$ cat src/rtl/xlc_pkg.sv
package xlc_pkg;

    localparam int CNT_W   = 8;
    localparam int NUM_ACT = 3;

    // index of each completion request in the action vector
    localparam int ACT_STOP    = 0;
    localparam int ACT_RESTART = 1;
    localparam int ACT_NACK    = 2;

    typedef enum logic [1:0] {
        END_STOP      = 2'b00,
        END_RESTART   = 2'b01,
        END_NACK      = 2'b10,
        END_NACK_STOP = 2'b11
    } end_mode_e;

    typedef struct packed {
        logic      reload;
        logic      slave_ctl;
        logic      irq_en;
        end_mode_e end_mode;
    } ctl_t;

    function automatic logic act_on(end_mode_e m, int idx);
        logic r;
        r = 1'b0;
        case (idx)
            ACT_STOP:    r = (m == END_STOP) || (m == END_NACK_STOP);
            ACT_RESTART: r = (m == END_RESTART);
            ACT_NACK:    r = (m == END_NACK) || (m == END_NACK_STOP);
            default:     r = 1'b0;
        endcase
        return r;
    endfunction

endpackage

$ cat src/rtl/xlc_cfg.sv
module xlc_cfg
    import xlc_pkg::*;
(
    input  logic      clk,
    input  logic      rst_n,
    input  logic      is_master,
    input  logic      wr_en,
    input  ctl_t      wr_ctl,
    output ctl_t      ctl,
    output logic      count_en
);

    ctl_t ctl_d, ctl_q;

    always_comb begin
        ctl_d = ctl_q;
        if (wr_en) begin
            ctl_d = wr_ctl;
        end
    end

    always_ff @(posedge clk or negedge rst_n) begin
        if (!rst_n) begin
            ctl_q <= '{reload: 1'b0, slave_ctl: 1'b0, irq_en: 1'b0, end_mode: END_STOP};
        end else begin
            ctl_q <= ctl_d;
        end
    end

    assign ctl      = ctl_q;
    assign count_en = is_master | ctl_q.slave_ctl;

endmodule

$ cat src/rtl/xlc_count.sv
module xlc_count
    import xlc_pkg::*;
#(
    parameter int W = CNT_W
) (
    input  logic         clk,
    input  logic         rst_n,
    input  logic         count_en,
    input  logic         reload,
    input  logic         wr_en,
    input  logic [W-1:0] wr_count,
    input  logic         byte_done,
    output logic [W-1:0] cnt,
    output logic         tcr,
    output logic         end_evt
);

    localparam logic [W-1:0] ONE  = W'(1);
    localparam logic [W-1:0] ZERO = '0;

    typedef struct packed {
        logic [W-1:0] cnt;
        logic         tcr;
    } st_t;

    st_t  st_d, st_q;
    logic accept;
    logic last;

    always_comb begin
        st_d    = st_q;
        accept  = byte_done && count_en && !st_q.tcr && (st_q.cnt != ZERO) && !wr_en;
        last    = accept && (st_q.cnt == ONE);
        end_evt = last && !reload;
        if (wr_en) begin
            st_d.cnt = wr_count;
            if (wr_count != ZERO) begin
                st_d.tcr = 1'b0;
            end
        end else if (accept) begin
            st_d.cnt = st_q.cnt - ONE;
            if (last && reload) begin
                st_d.tcr = 1'b1;
            end
        end
    end

    always_ff @(posedge clk or negedge rst_n) begin
        if (!rst_n) begin
            st_q <= '{cnt: ZERO, tcr: 1'b0};
        end else begin
            st_q <= st_d;
        end
    end

    assign cnt = st_q.cnt;
    assign tcr = st_q.tcr;

endmodule

$ cat src/rtl/xlc_end.sv
module xlc_end
    import xlc_pkg::*;
(
    input  logic               clk,
    input  logic               rst_n,
    input  logic               end_evt,
    input  logic               is_master,
    input  end_mode_e          end_mode,
    output logic [NUM_ACT-1:0] req
);

    logic [NUM_ACT-1:0] req_d, req_q;
    logic [NUM_ACT-1:0] sel;

    for (genvar i = 0; i < NUM_ACT; i++) begin : g_sel
        assign sel[i] = act_on(end_mode, i);
    end

    always_comb begin
        req_d = '0;
        if (end_evt && is_master) begin
            req_d = sel;
        end
    end

    always_ff @(posedge clk or negedge rst_n) begin
        if (!rst_n) begin
            req_q <= '0;
        end else begin
            req_q <= req_d;
        end
    end

    assign req = req_q;

endmodule

$ cat src/rtl/xfer_len_ctr.sv
module xfer_len_ctr
    import xlc_pkg::*;
(
    input  logic             clk,
    input  logic             rst_n,
    input  logic             is_master,
    input  logic             cfg_we,
    input  logic [CNT_W-1:0] cfg_count,
    input  logic             cfg_reload,
    input  logic             cfg_slave_ctl,
    input  logic             cfg_irq_en,
    input  logic [1:0]       cfg_end_mode,
    input  logic             byte_done,
    output logic [CNT_W-1:0] bytes_left,
    output logic             tcr_flag,
    output logic             tcr_irq,
    output logic             scl_hold,
    output logic             req_stop,
    output logic             req_restart,
    output logic             req_nack
);

    ctl_t               wr_ctl;
    ctl_t               ctl;
    logic               count_en;
    logic               end_evt;
    logic               tcr;
    logic [NUM_ACT-1:0] req;

    always_comb begin
        wr_ctl.reload    = cfg_reload;
        wr_ctl.slave_ctl = cfg_slave_ctl;
        wr_ctl.irq_en    = cfg_irq_en;
        wr_ctl.end_mode  = end_mode_e'(cfg_end_mode);
    end

    xlc_cfg u_cfg (
        .clk      (clk),
        .rst_n    (rst_n),
        .is_master(is_master),
        .wr_en    (cfg_we),
        .wr_ctl   (wr_ctl),
        .ctl      (ctl),
        .count_en (count_en)
    );

    xlc_count #(.W(CNT_W)) u_count (
        .clk      (clk),
        .rst_n    (rst_n),
        .count_en (count_en),
        .reload   (ctl.reload),
        .wr_en    (cfg_we),
        .wr_count (cfg_count),
        .byte_done(byte_done),
        .cnt      (bytes_left),
        .tcr      (tcr),
        .end_evt  (end_evt)
    );

    xlc_end u_end (
        .clk      (clk),
        .rst_n    (rst_n),
        .end_evt  (end_evt),
        .is_master(is_master),
        .end_mode (ctl.end_mode),
        .req      (req)
    );

    assign tcr_flag    = tcr;
    assign scl_hold    = tcr;
    assign tcr_irq     = tcr & ctl.irq_en;
    assign req_stop    = req[ACT_STOP];
    assign req_restart = req[ACT_RESTART];
    assign req_nack    = req[ACT_NACK];

endmodule

$ cat config.mk
export PLATFORM = sky130hd
export DESIGN_NAME = xfer_len_ctr
export DESIGN_NICKNAME = d
export VERILOG_FILES = /design/src/rtl/xlc_pkg.sv /design/src/rtl/xlc_cfg.sv /design/src/rtl/xlc_count.sv /design/src/rtl/xlc_end.sv /design/src/rtl/xfer_len_ctr.sv
export SDC_FILE = /design/constraint.sdc
export NUM_CORES = 1
export LEC_CHECK = 0
export BUFFER_PORTS_ARGS = -buffer_cell sky130_fd_sc_hd__buf_2
export CORE_ASPECT_RATIO = 1.1
export CORE_UTILIZATION = 48
export CTS_CLUSTER_SIZE = 8
export DETAILED_ROUTE_END_ITERATION = 10
export GPL_TIMING_DRIVEN = 0
export PLACE_DENSITY = 0.77
export SETUP_SLACK_MARGIN = 0.4
export SLEW_MARGIN = 20
export SYNTH_ARGS = -nofsm -noshare
export SYNTH_HDL_FRONTEND = slang
export SYNTH_SLANG_ARGS = --single-unit
$ cat constraint.sdc
create_clock -name clk -period 2.5 [get_ports clk]
set_clock_uncertainty 0.2 [all_clocks]
set_input_delay 0.375 -clock clk [delete_from_list [all_inputs] [get_ports clk]]
set_output_delay 0.375 -clock clk [all_outputs]
set_load 0.1 [all_outputs]
==> results of run 1 <==
through the flow:
step | instances | total power, mW
final | 151 | 0.698
after global routing | 151 | 0.732
after CTS | 151 | 0.697
after detailed placement | 146 | 0.540
after global placement | 146 | 0.534
after floorplan | 97 | 0.484
state kept, by name, summed over array words and instances (netlist names):
signal / flops
u_count.cnt: 8
u_end.req: 3
u_cfg.ctl: 5
u_count.tcr: 1
area by class of cell:
cell class	count	area (sq um)
fill	139	596
multi-input combinational	70	508
sequential	17	442
timing repair buffer	32	165
inverter	7	26.3
clock buffer	3	22.5
tap	18	22.5
buffer	3	15.0
clock inverter	1	5.00
logic make-up (layout without fill, tap and decap cells):
group	count (synthesis)	after routing	share of synthesized area
buffers and inverters	10	46	0.0444
adder cells (fa/ha/maj)	5	5	0.0673
flip-flops	17	17	0.458
AND/OR/NAND/NOR	38	38	0.225
multiplexers	3	3	0.0350
AO/OA/AOI/OAI	24	24	0.171
worst max-delay path by stage:
| stage | to | depth (start not counted) | start | slack, ps |
|---|---|---|---|---|
| 2_1_floorplan | u_count.cnt[7]$_DFFE_PN0P_ | 4 | u_count.cnt[3]$_DFFE_PN0P_ | 180 |
| 3_3_place_gp | u_count.cnt[0]$_DFFE_PN0P_ | 6 | u_count.cnt[1]$_DFFE_PN0P_ | 330 |
| 3_5_place_dp | u_end.req[1]$_DFF_PN0_ | 4 | u_count.cnt[4]$_DFFE_PN0P_ | 280 |
| 4_1_cts | u_count.cnt[7]$_DFFE_PN0P_ | 4 | u_count.cnt[3]$_DFFE_PN0P_ | 290 |
| 5_1_grt | u_count.cnt[7]$_DFFE_PN0P_ | 4 | u_count.cnt[3]$_DFFE_PN0P_ | 240 |
| 6_report | u_count.cnt[7]$_DFFE_PN0P_ | 4 | u_count.cnt[3]$_DFFE_PN0P_ | 280 |
where the power goes:
part / switching (mW) / total, mW / leakage, nW / internal (mW)
Combinational: 0.162 / 0.216 / 0.335 / 0.0543
Clock: 0.0941 / 0.154 / 0.0177 / 0.0598
Sequential: 0.0269 / 0.327 / 0.202 / 0.300
Total: 0.283 / 0.698 / 0.555 / 0.415
worst max-delay path: stages (launching register included):
cell and delay [ps]:
dfrtp_4 510, or4_1 510, or3_4 360, or4_1 400, a31oi_1 160
timing repair:
action / CTS / global route
pin swaps: 1 / 1
cloned: 0 / 0
hold endpoints to repair: 17 / 0
resized for setup: 5 / 2
setup buffers: 0 / 0
hold buffers: 1 / 0
setup endpoints to repair: 9 / 6
routing by layer:
layer	vias to the layer above	routed length (um)
li1	427	-
met1	414	948
met2	40	978
met3	7	154
met4	0	58
met5	-	0
cell usage after synthesis, types with 2 or more instances:
cell type	count	area [sq um]
a2bb2oi_1	2	17.5
inv_1	7	26.3
or4_1	2	15.0
nand2b_1	2	12.5
nor4_1	6	37.5
or3_1	3	18.8
clkbuf_1	2	7.51
nand2_1	7	26.3
and2_1	3	18.8
o21ai_0	9	45.0
nor2_1	7	26.3
dfrtp_1	17	425
ha_1	5	62.6
nor3_1	3	15.0
a31oi_1	6	37.5
mux2_2	2	22.5
layout by cell type (no fill, tap or decap), types with 2 or more instances in the layout:
cell type / instances
clkbuf_4: 3
nor4_2: 2
o21ai_0: 9
nor2_1: 7
dfrtp_4: 4
or4_1: 2
inv_1: 7
clkbuf_1: 2
nand2_1: 7
dfrtp_1: 12
buf_2: 31
and2_1: 2
or3_1: 3
nor4_1: 4
nand2b_1: 2
ha_1: 4
a31oi_1: 5
mux2_2: 2
==> results.sh, run 1 <==
export IMPL_status="finished, violations left"
export IMPL_violations="DRC"
export IMPL_n_antenna_cell=0
export IMPL_maxCapViolations=0
export IMPL_leakage_nw=0.555
export IMPL_grt_overflow=0
export IMPL_use_met2=0.367
export IMPL_cts_buffers=3
export IMPL_finalWirelength_um=2140
export IMPL_p_per_area_nw_per_um2=578
export IMPL_drt_iter0_markers=20
export IMPL_hold_start="cfg_reload"
export IMPL_grtUsageMet1=0.273
export IMPL_placed_cell_area_sq_um=1130
export IMPL_insertion_delay_ps=310
export IMPL_post_place_ws_ps=280
export IMPL_gp_congestion=0.864
export IMPL_fin_setup_tns_ps=0
export IMPL_die_h_um=48.2
export IMPL_vdd_ir_drop_max_mv=0.472
export IMPL_die_area_sq_um=2120
export IMPL_fin_util=0.669
export IMPL_h_tree_depth=1
export IMPL_grt_max_degree=18
export IMPL_clk_pin_slew_ps=110
export IMPL_slew_limit_headroom=0.679
export IMPL_dieWidth_um=44.0
export IMPL_async_flop_share=1.00
export IMPL_io_pins=32
export IMPL_finalCriticalPeriod_ps=2220
export IMPL_syn2layout_area_growth_pct=29.7
export IMPL_finalSetupViolCount=0
export IMPL_hold_violations=0
export IMPL_ys_seq_area_frac=0.458
export IMPL_grt_pass1_wl_um=3260
export IMPL_syn_area_per_cell_sq_um=9.58
export IMPL_hpwl_um=1620
export IMPL_clockRootBuffer="clkbuf_4"
export IMPL_synth_edf_count=0
export IMPL_drv_slew=0
export IMPL_fin_crit_sh=0.887
export IMPL_rows=16
export IMPL_grt_util_met3=0.0296
export IMPL_core_area_sq_um=1800
export IMPL_drive_above_1_share=0.429
export IMPL_fmax_mhz=451
export IMPL_busiest_layer="met2"
export IMPL_reg2reg_depth=4
export IMPL_via_per_inst=5.88
export IMPL_start_util=0.516
export IMPL_grt_pass1_vias=749
export IMPL_synth_cell_types=30
export IMPL_tritoncts="done"
export IMPL_rr_endpoint="u_count.cnt[7]$_DFFE_PN0P_"
export IMPL_ys_seq_elements=17
export IMPL_cts_max_path_buffers=2
export IMPL_end_kind="flop"
export IMPL_post_route_cell_area_sq_um=1210
export IMPL_drt_pass1_iterations=9
export IMPL_wl_per_cell_um=14.2
export IMPL_crit_fanout=5
export IMPL_portBuffers=31
export IMPL_tightest_slew_ps=485
export IMPL_ant_nets=0
export IMPL_hold_worst_slack_ps=80.5
export IMPL_hold_end="u_cfg.ctl[4]$_DFFE_PN0P_"
export IMPL_hold_path_depth=3
export IMPL_reg2reg_from="u_count.cnt[3]$_DFFE_PN0P_"
export IMPL_cp_start_kind="flop"
export IMPL_antenna_found_initial=0
export IMPL_synthCells=97
export IMPL_hold_path_class="in -> reg"
export IMPL_cts_sinks=17
export IMPL_synth_warning_count=0
export IMPL_grt_util_all_layers=0.217
export IMPL_vias=888
export IMPL_nNetsFinal=157
export IMPL_fin_ws_ps=281
export IMPL_synth_area_sq_um=930
export IMPL_drt_drc_violations_left=1
export IMPL_synth_nets=120
export IMPL_synth_ff_type="dfrtp_1"
export IMPL_critPathKind="reg -> reg"
export IMPL_rsz0062_at_grt="yes"
export IMPL_cp_arrival_ps=2260
export IMPL_reg2reg_slack_ps=280
export IMPL_crit_required_ps=2540
No activity file was read; power rests on OpenSTA's default activity.
==> run 2: changes to the inputs <==
--- a/config.mk
+++ b/config.mk
@@ -6,12 +6,13 @@
 export NUM_CORES = 1
 export LEC_CHECK = 0
 export BUFFER_PORTS_ARGS = -buffer_cell sky130_fd_sc_hd__buf_2
+export CAP_MARGIN = 20
 export CORE_ASPECT_RATIO = 1.1
-export CORE_UTILIZATION = 48
+export CORE_UTILIZATION = 43
 export CTS_CLUSTER_SIZE = 8
 export DETAILED_ROUTE_END_ITERATION = 10
 export GPL_TIMING_DRIVEN = 0
-export PLACE_DENSITY = 0.77
+export PLACE_DENSITY_LB_ADDON = 0.2
 export SETUP_SLACK_MARGIN = 0.4
 export SLEW_MARGIN = 20
 export SYNTH_ARGS = -nofsm -noshare
==> constraint.sdc (replaced) <==
create_clock -name clk -period 2 [get_ports clk]
set_clock_uncertainty 0.2 [all_clocks]
set_input_delay 0.3 -clock clk [delete_from_list [all_inputs] [get_ports clk]]
set_output_delay 0.3 -clock clk [all_outputs]
set_load 0.1 [all_outputs]
==> results.sh, run 2 (synthesis gave the netlist of run 1 again) <==
export IMPL_status="finished, violations left"
export IMPL_violations="setup timing"
export IMPL_wl_met1_um=1160
export IMPL_layout_commonest_cell="buf_2"
export IMPL_critPathKind="reg -> reg"
export IMPL_maxCapViolations=0
export IMPL_swShare=0.391
export IMPL_largest_reg_flops=8
export IMPL_final_cell_mix="buf_2, dfrtp_1, buf_6, buf_4"
export IMPL_vias=963
export IMPL_hold_worst_slack_ps=15.1
export IMPL_rsz0062_at_grt="yes"
export IMPL_finalCriticalPeriod_ps=2270
export IMPL_end_kind="flop"
export IMPL_drt_pass1_iterations=4
export IMPL_vdd_ir_drop_max_mv=0.402
export IMPL_p_clk_frac=0.185
export IMPL_antenna_found_initial=0
export IMPL_cp_arrival_ps=2280
export IMPL_clockRootBuffer="clkbuf_4"
export IMPL_wl_per_cell_um=16.2
export IMPL_tritoncts="done"
export IMPL_drive_above_1_share=0.552
export IMPL_crit_required_ps=2020
export IMPL_finalWirelength_um=2810
export IMPL_gp_congestion=0.883
export IMPL_drt_drc_violations_left=0
export IMPL_cts_sinks=17
export IMPL_hold_path_class="in -> reg"
export IMPL_die_area_sq_um=2350
export IMPL_drv_slew=0
export IMPL_wl_met3_um=160
export IMPL_crit_fanout=5
export IMPL_p_per_area_nw_per_um2=643
export IMPL_ant_nets=0
export IMPL_portBuffers=31
export IMPL_clk_pin_slew_ps=100
export IMPL_grt_util_all_layers=0.234
export IMPL_via_per_inst=5.57
export IMPL_cts_max_path_buffers=2
export IMPL_drt_iter0_markers=41
export IMPL_stdcell_count=173
export IMPL_n_antenna_cell=0
export IMPL_io_pins=32
export IMPL_tightest_slew_ps=494
export IMPL_h_tree_depth=1
export IMPL_nFillCells=133
export IMPL_fin_crit_sh=1.13
export IMPL_core_area_sq_um=2020
export IMPL_wl_met2_um=1450
export IMPL_cts_buffers=3
export IMPL_grt_max_degree=18
export IMPL_fmax_mhz=441
export IMPL_grt_pass1_vias=875
export IMPL_nNetsFinal=169
export IMPL_hold_violations=0
export IMPL_leakage_nw=0.687
export IMPL_top_layer_used="met4"
export IMPL_dieWidth_um=46.3
export IMPL_syn2layout_area_growth_pct=66.2
export IMPL_dp_cells=156
export IMPL_insertion_delay_ps=280
export IMPL_grt_pass1_wl_um=3930
export IMPL_die_h_um=50.8
export IMPL_fin_util=0.765
export IMPL_hpwl_um=1560
export IMPL_power_internal_mw=0.605
export IMPL_slew_limit_headroom=0.673
export IMPL_finalSetupViolCount=3
export IMPL_cp_start_kind="flop"
export IMPL_start_util=0.460
export IMPL_post_place_ws_ps=-236
export IMPL_pwr_share_seq=0.416
export IMPL_grt_overflow=0
export IMPL_p_sw_mw=0.389
export IMPL_fin_ws_ps=-266
export IMPL_rows=17
export IMPL_p_comb_frac=0.399
run 2: changes by cell type in the layout (fill, tap and decap cells not counted), moves of 3 or more:
cell     change
buf_12       +6
buf_2       -11
buf_4        +7
buf_6       +10
inv_1        -3
nor4_4       +3
o21ai_0      -3
run 2: cell type report:
class / instances / area (sq um) / area share
multi-input combinational: 70 / 597 / 0.386
inverter: 7 / 31.3 / 0.0202
timing repair buffer: 44 / 392 / 0.253
buffer: 3 / 18.8 / 0.0121
sequential: 17 / 445 / 0.288
tap: 28 / 35.0 / 0.0227
clock buffer: 4 / 26.3 / 0.0170
run 2: worst max-delay path, stage by stage, from the launching register on:
cell and delay [ps]:
dfrtp_4 510, or4_4 510, or3_4 380, or4_1 440, a31oi_1 170
run 2: path summary, 6_finish.rpt:
check | end | depth (start not counted) | slack (ps) | start
worst max-delay path | u_count.cnt[7]$_DFFE_PN0P_ | 4 | -270 | u_count.cnt[2]$_DFFE_PN0P_
min in group asynchronous | u_count.cnt[7]$_DFFE_PN0P_ | 2 | 270 | rst_n
worst min-delay path | u_cfg.ctl[1]$_DFFE_PN0P_ | 3 | 20 | cfg_end_mode[1]
max in group asynchronous | u_count.tcr$_DFFE_PN0P_ | 2 | 1020 | rst_n
worst min register to register | u_cfg.ctl[2]$_DFFE_PN0P_ | 1 | 320 | u_cfg.ctl[2]$_DFFE_PN0P_
worst max register to register | u_count.cnt[7]$_DFFE_PN0P_ | 4 | -270 | u_count.cnt[2]$_DFFE_PN0P_
run 2: power by group through the flow:
stage                     Clock, mW  Combinational [mW]  Sequential (mW)
after floorplan                   0              0.0754            0.532
after global placement            0               0.259            0.412
after detailed placement          0               0.262            0.414
after CTS                     0.192               0.348            0.409
after global routing          0.212               0.417            0.417
final                         0.184               0.396            0.413
run 2: layer usage:
layer / vias up / global-route usage
li1: 447 / -
met1: 470 / 0.303
met2: 40 / 0.389
met3: 6 / 0.0216
met4: 0 / 0.0882
met5: - / 0
run 2: repair_timing:
| action | 4_1_cts | 5_1_grt |
|---|---|---|
| endpoints found under the setup margin | 23 | 20 |
| buffers inserted | 6 | 6 |
| pin swaps | 7 | 11 |
| gates resized for setup | 52 | 17 |
| hold buffers | 1 | 0 |
| endpoints found under the hold margin | 17 | 0 |
run 2: stage by stage:
step | setup TNS (ps) | total power [mW] | cell area [sq um]
after floorplan | -2350 | 0.607 | 958
after global placement | -1320 | 0.670 | 1150
after detailed placement | -1430 | 0.675 | 1150
after CTS | -269 | 0.950 | 1420
after global routing | -949 | 1.05 | 1550
final | -582 | 0.994 | 1550
==> run 3: changes to the inputs <==
--- a/config.mk
+++ b/config.mk
@@ -8,7 +8,7 @@
 export BUFFER_PORTS_ARGS = -buffer_cell sky130_fd_sc_hd__buf_2
 export CAP_MARGIN = 20
 export CORE_ASPECT_RATIO = 1.1
-export CORE_UTILIZATION = 43
+export CORE_UTILIZATION = 48
 export CTS_CLUSTER_SIZE = 8
 export DETAILED_ROUTE_END_ITERATION = 10
 export GPL_TIMING_DRIVEN = 0
==> constraint.sdc (replaced) <==
create_clock -name clk -period 2.5 [get_ports clk]
set_clock_uncertainty 0.2 [all_clocks]
set_input_delay 0.375 -clock clk [delete_from_list [all_inputs] [get_ports clk]]
set_output_delay 0.375 -clock clk [all_outputs]
set_load 0.1 [all_outputs]
==> results.sh, run 3 (synthesis gave the netlist of run 1 again) <==
export IMPL_status="completed"
export IMPL_swShare=0.396
export IMPL_via_per_inst=5.67
export IMPL_cts_max_path_buffers=2
export IMPL_post_place_ws_ps=293
export IMPL_slowest_stage="or4_1"
export IMPL_path_delay_family="simple AND/OR/NAND/NOR gates"
export IMPL_grt_max_degree=18
export IMPL_rr_endpoint="u_count.cnt[7]$_DFFE_PN0P_"
export IMPL_hpwl_um=1580
export IMPL_maxCapViolations=0
export IMPL_drt_pass1_iterations=6
export IMPL_core_area_sq_um=1800
export IMPL_nFillCells=157
export IMPL_hold_end="u_cfg.ctl[1]$_DFFE_PN0P_"
export IMPL_reg2reg_depth=4
export IMPL_die_area_sq_um=2120
export IMPL_wl_per_cell_um=13.5
export IMPL_drt_iter0_markers=11
export IMPL_ant_nets=0
export IMPL_rsz0062_at_grt="yes"
export IMPL_hold_start="cfg_end_mode[1]"
export IMPL_finalSetupViolCount=0
export IMPL_fin_setup_tns_ps=0
export IMPL_reg2reg_from="u_count.cnt[3]$_DFFE_PN0P_"
export IMPL_die_h_um=48.2
export IMPL_drive_above_1_share=0.406
export IMPL_syn2layout_area_growth_pct=28.3
export IMPL_path_depth=4
export IMPL_drt_drc_violations_left=0
export IMPL_hold_violations=0
export IMPL_cp_start_kind="flop"
export IMPL_reg2reg_slack_ps=290
export IMPL_post_cts_buffers=0
export IMPL_fmax_mhz=453
export IMPL_p_clk_frac=0.217
export IMPL_end_kind="flop"
export IMPL_p_sw_mw=0.273
export IMPL_crit_fanout=5
export IMPL_largest_reg_flops=8
export IMPL_critPathBufInv=0
export IMPL_clockRootBuffer="clkbuf_4"
export IMPL_grt_overflow=0
export IMPL_layout_commonest_cell="buf_2"
export IMPL_insertion_delay_ps=290
export IMPL_p_comb_frac=0.307
export IMPL_vias=856
export IMPL_tritoncts="done"
export IMPL_antenna_found_initial=0
export IMPL_leakage_nw=0.551
export IMPL_p_per_area_nw_per_um2=577
export IMPL_vdd_ir_drop_max_mv=0.352
export IMPL_n_antenna_cell=0
export IMPL_drv_slew=0
export IMPL_finalCriticalPeriod_ps=2210
export IMPL_pwr_share_seq=0.475
export IMPL_hold_path_class="in -> reg"
export IMPL_gp_congestion=0.828
export IMPL_crit_required_ps=2520
export IMPL_final_cell_mix="buf_2, dfrtp_1, o21ai_0"
export IMPL_grt_pass1_vias=797
export IMPL_cp_cell_sequence="or4_1 -> or3_4 -> or4_1 -> a31oi_1"
export IMPL_cp_arrival_ps=2230
export IMPL_hold_path_depth=3
export IMPL_fin_ws_ps=290
export IMPL_cpMostUsedCell="or4_1"
export IMPL_cts_buffers=3
export IMPL_portBuffers=31
export IMPL_cts_sinks=17
export IMPL_grt_pass1_wl_um=3280
export IMPL_nNetsFinal=157
export IMPL_cpPeakStageDelay_ps=510
export IMPL_multi_input_area_sq_um=495
export IMPL_critPathKind="reg -> reg"
export IMPL_start_util=0.516
export IMPL_ff_latch_area_sq_um=442
export IMPL_rows=16
export IMPL_io_pins=32
export IMPL_h_tree_depth=1
export IMPL_tightest_slew_ps=487
export IMPL_grt_util_all_layers=0.210
export IMPL_finalWirelength_um=2050
export IMPL_power_internal_mw=0.415
export IMPL_clk_pin_slew_ps=100
export IMPL_slew_limit_headroom=0.677
export IMPL_fin_crit_sh=0.884
export IMPL_dieWidth_um=44.0
## run 3: changes by cell type in the layout (fill, tap and decap cells not counted), sizes merged
cell	delta
buf	-12
## run 3: power groups by stage
stage / sequential [mW] / combinational [mW] / clock, mW
after floorplan: 0.425 / 0.0597 / 0
after global placement: 0.329 / 0.205 / 0
after detailed placement: 0.330 / 0.208 / 0
after CTS: 0.327 / 0.212 / 0.153
after global routing: 0.331 / 0.229 / 0.162
final: 0.327 / 0.211 / 0.150
## run 3: layout make-up
cell class / instances / area share
timing repair buffer: 32 / 0.139
sequential: 17 / 0.370
buffer: 3 / 0.0126
tap: 18 / 0.0189
inverter: 7 / 0.0220
multi-input combinational: 70 / 0.416
clock buffer: 4 / 0.0220
## run 3: worst max-delay path by stage
stage,from,end,slack (ps)
final,u_count.cnt[3]$_DFFE_PN0P_,u_count.cnt[7]$_DFFE_PN0P_,290
after floorplan,u_count.cnt[3]$_DFFE_PN0P_,u_count.cnt[7]$_DFFE_PN0P_,180
after global placement,u_count.cnt[3]$_DFFE_PN0P_,u_count.cnt[7]$_DFFE_PN0P_,320
after detailed placement,u_count.cnt[1]$_DFFE_PN0P_,u_count.cnt[0]$_DFFE_PN0P_,290
after global routing,u_count.cnt[3]$_DFFE_PN0P_,u_count.cnt[7]$_DFFE_PN0P_,190
after CTS,u_count.cnt[3]$_DFFE_PN0P_,u_count.cnt[7]$_DFFE_PN0P_,290
## run 3: metal layers
layer	vias to the layer above	track usage	routed length (um)
met4	0	0.0727	21
met2	14	0.397	1110
li1	427	-	-
met3	4	0.0259	46
met1	411	0.253	869
met5	-	0	0
## run 3: worst reg2reg max path, cell delays in order (launching register included)
cell     delay [ps]
dfrtp_4         500
or4_1           510
or3_4           360
or4_1           400
a31oi_1         170
## run 3: metrics by stage
step	power, mW	hold WS, ps	std cells	utilization	area [sq um]
6_report	0.688	89.2	151	0.662	1190
5_1_grt	0.721	108	151	0.662	1190
4_1_cts	0.692	87.0	151	0.658	1190
3_5_place_dp	0.539	118	146	0.627	1130
3_3_place_gp	0.533	114	146	0.627	1130
2_1_floorplan	0.484	-121	97	-	952
## run 3: timing repair
action / CTS / global route
endpoints found under the hold margin: 17 / 0
gates resized for setup: 4 / 1
cloned: 0 / 0
endpoints found under the setup margin: 7 / 9
pin swaps: 0 / 2
hold buffers: 1 / 0
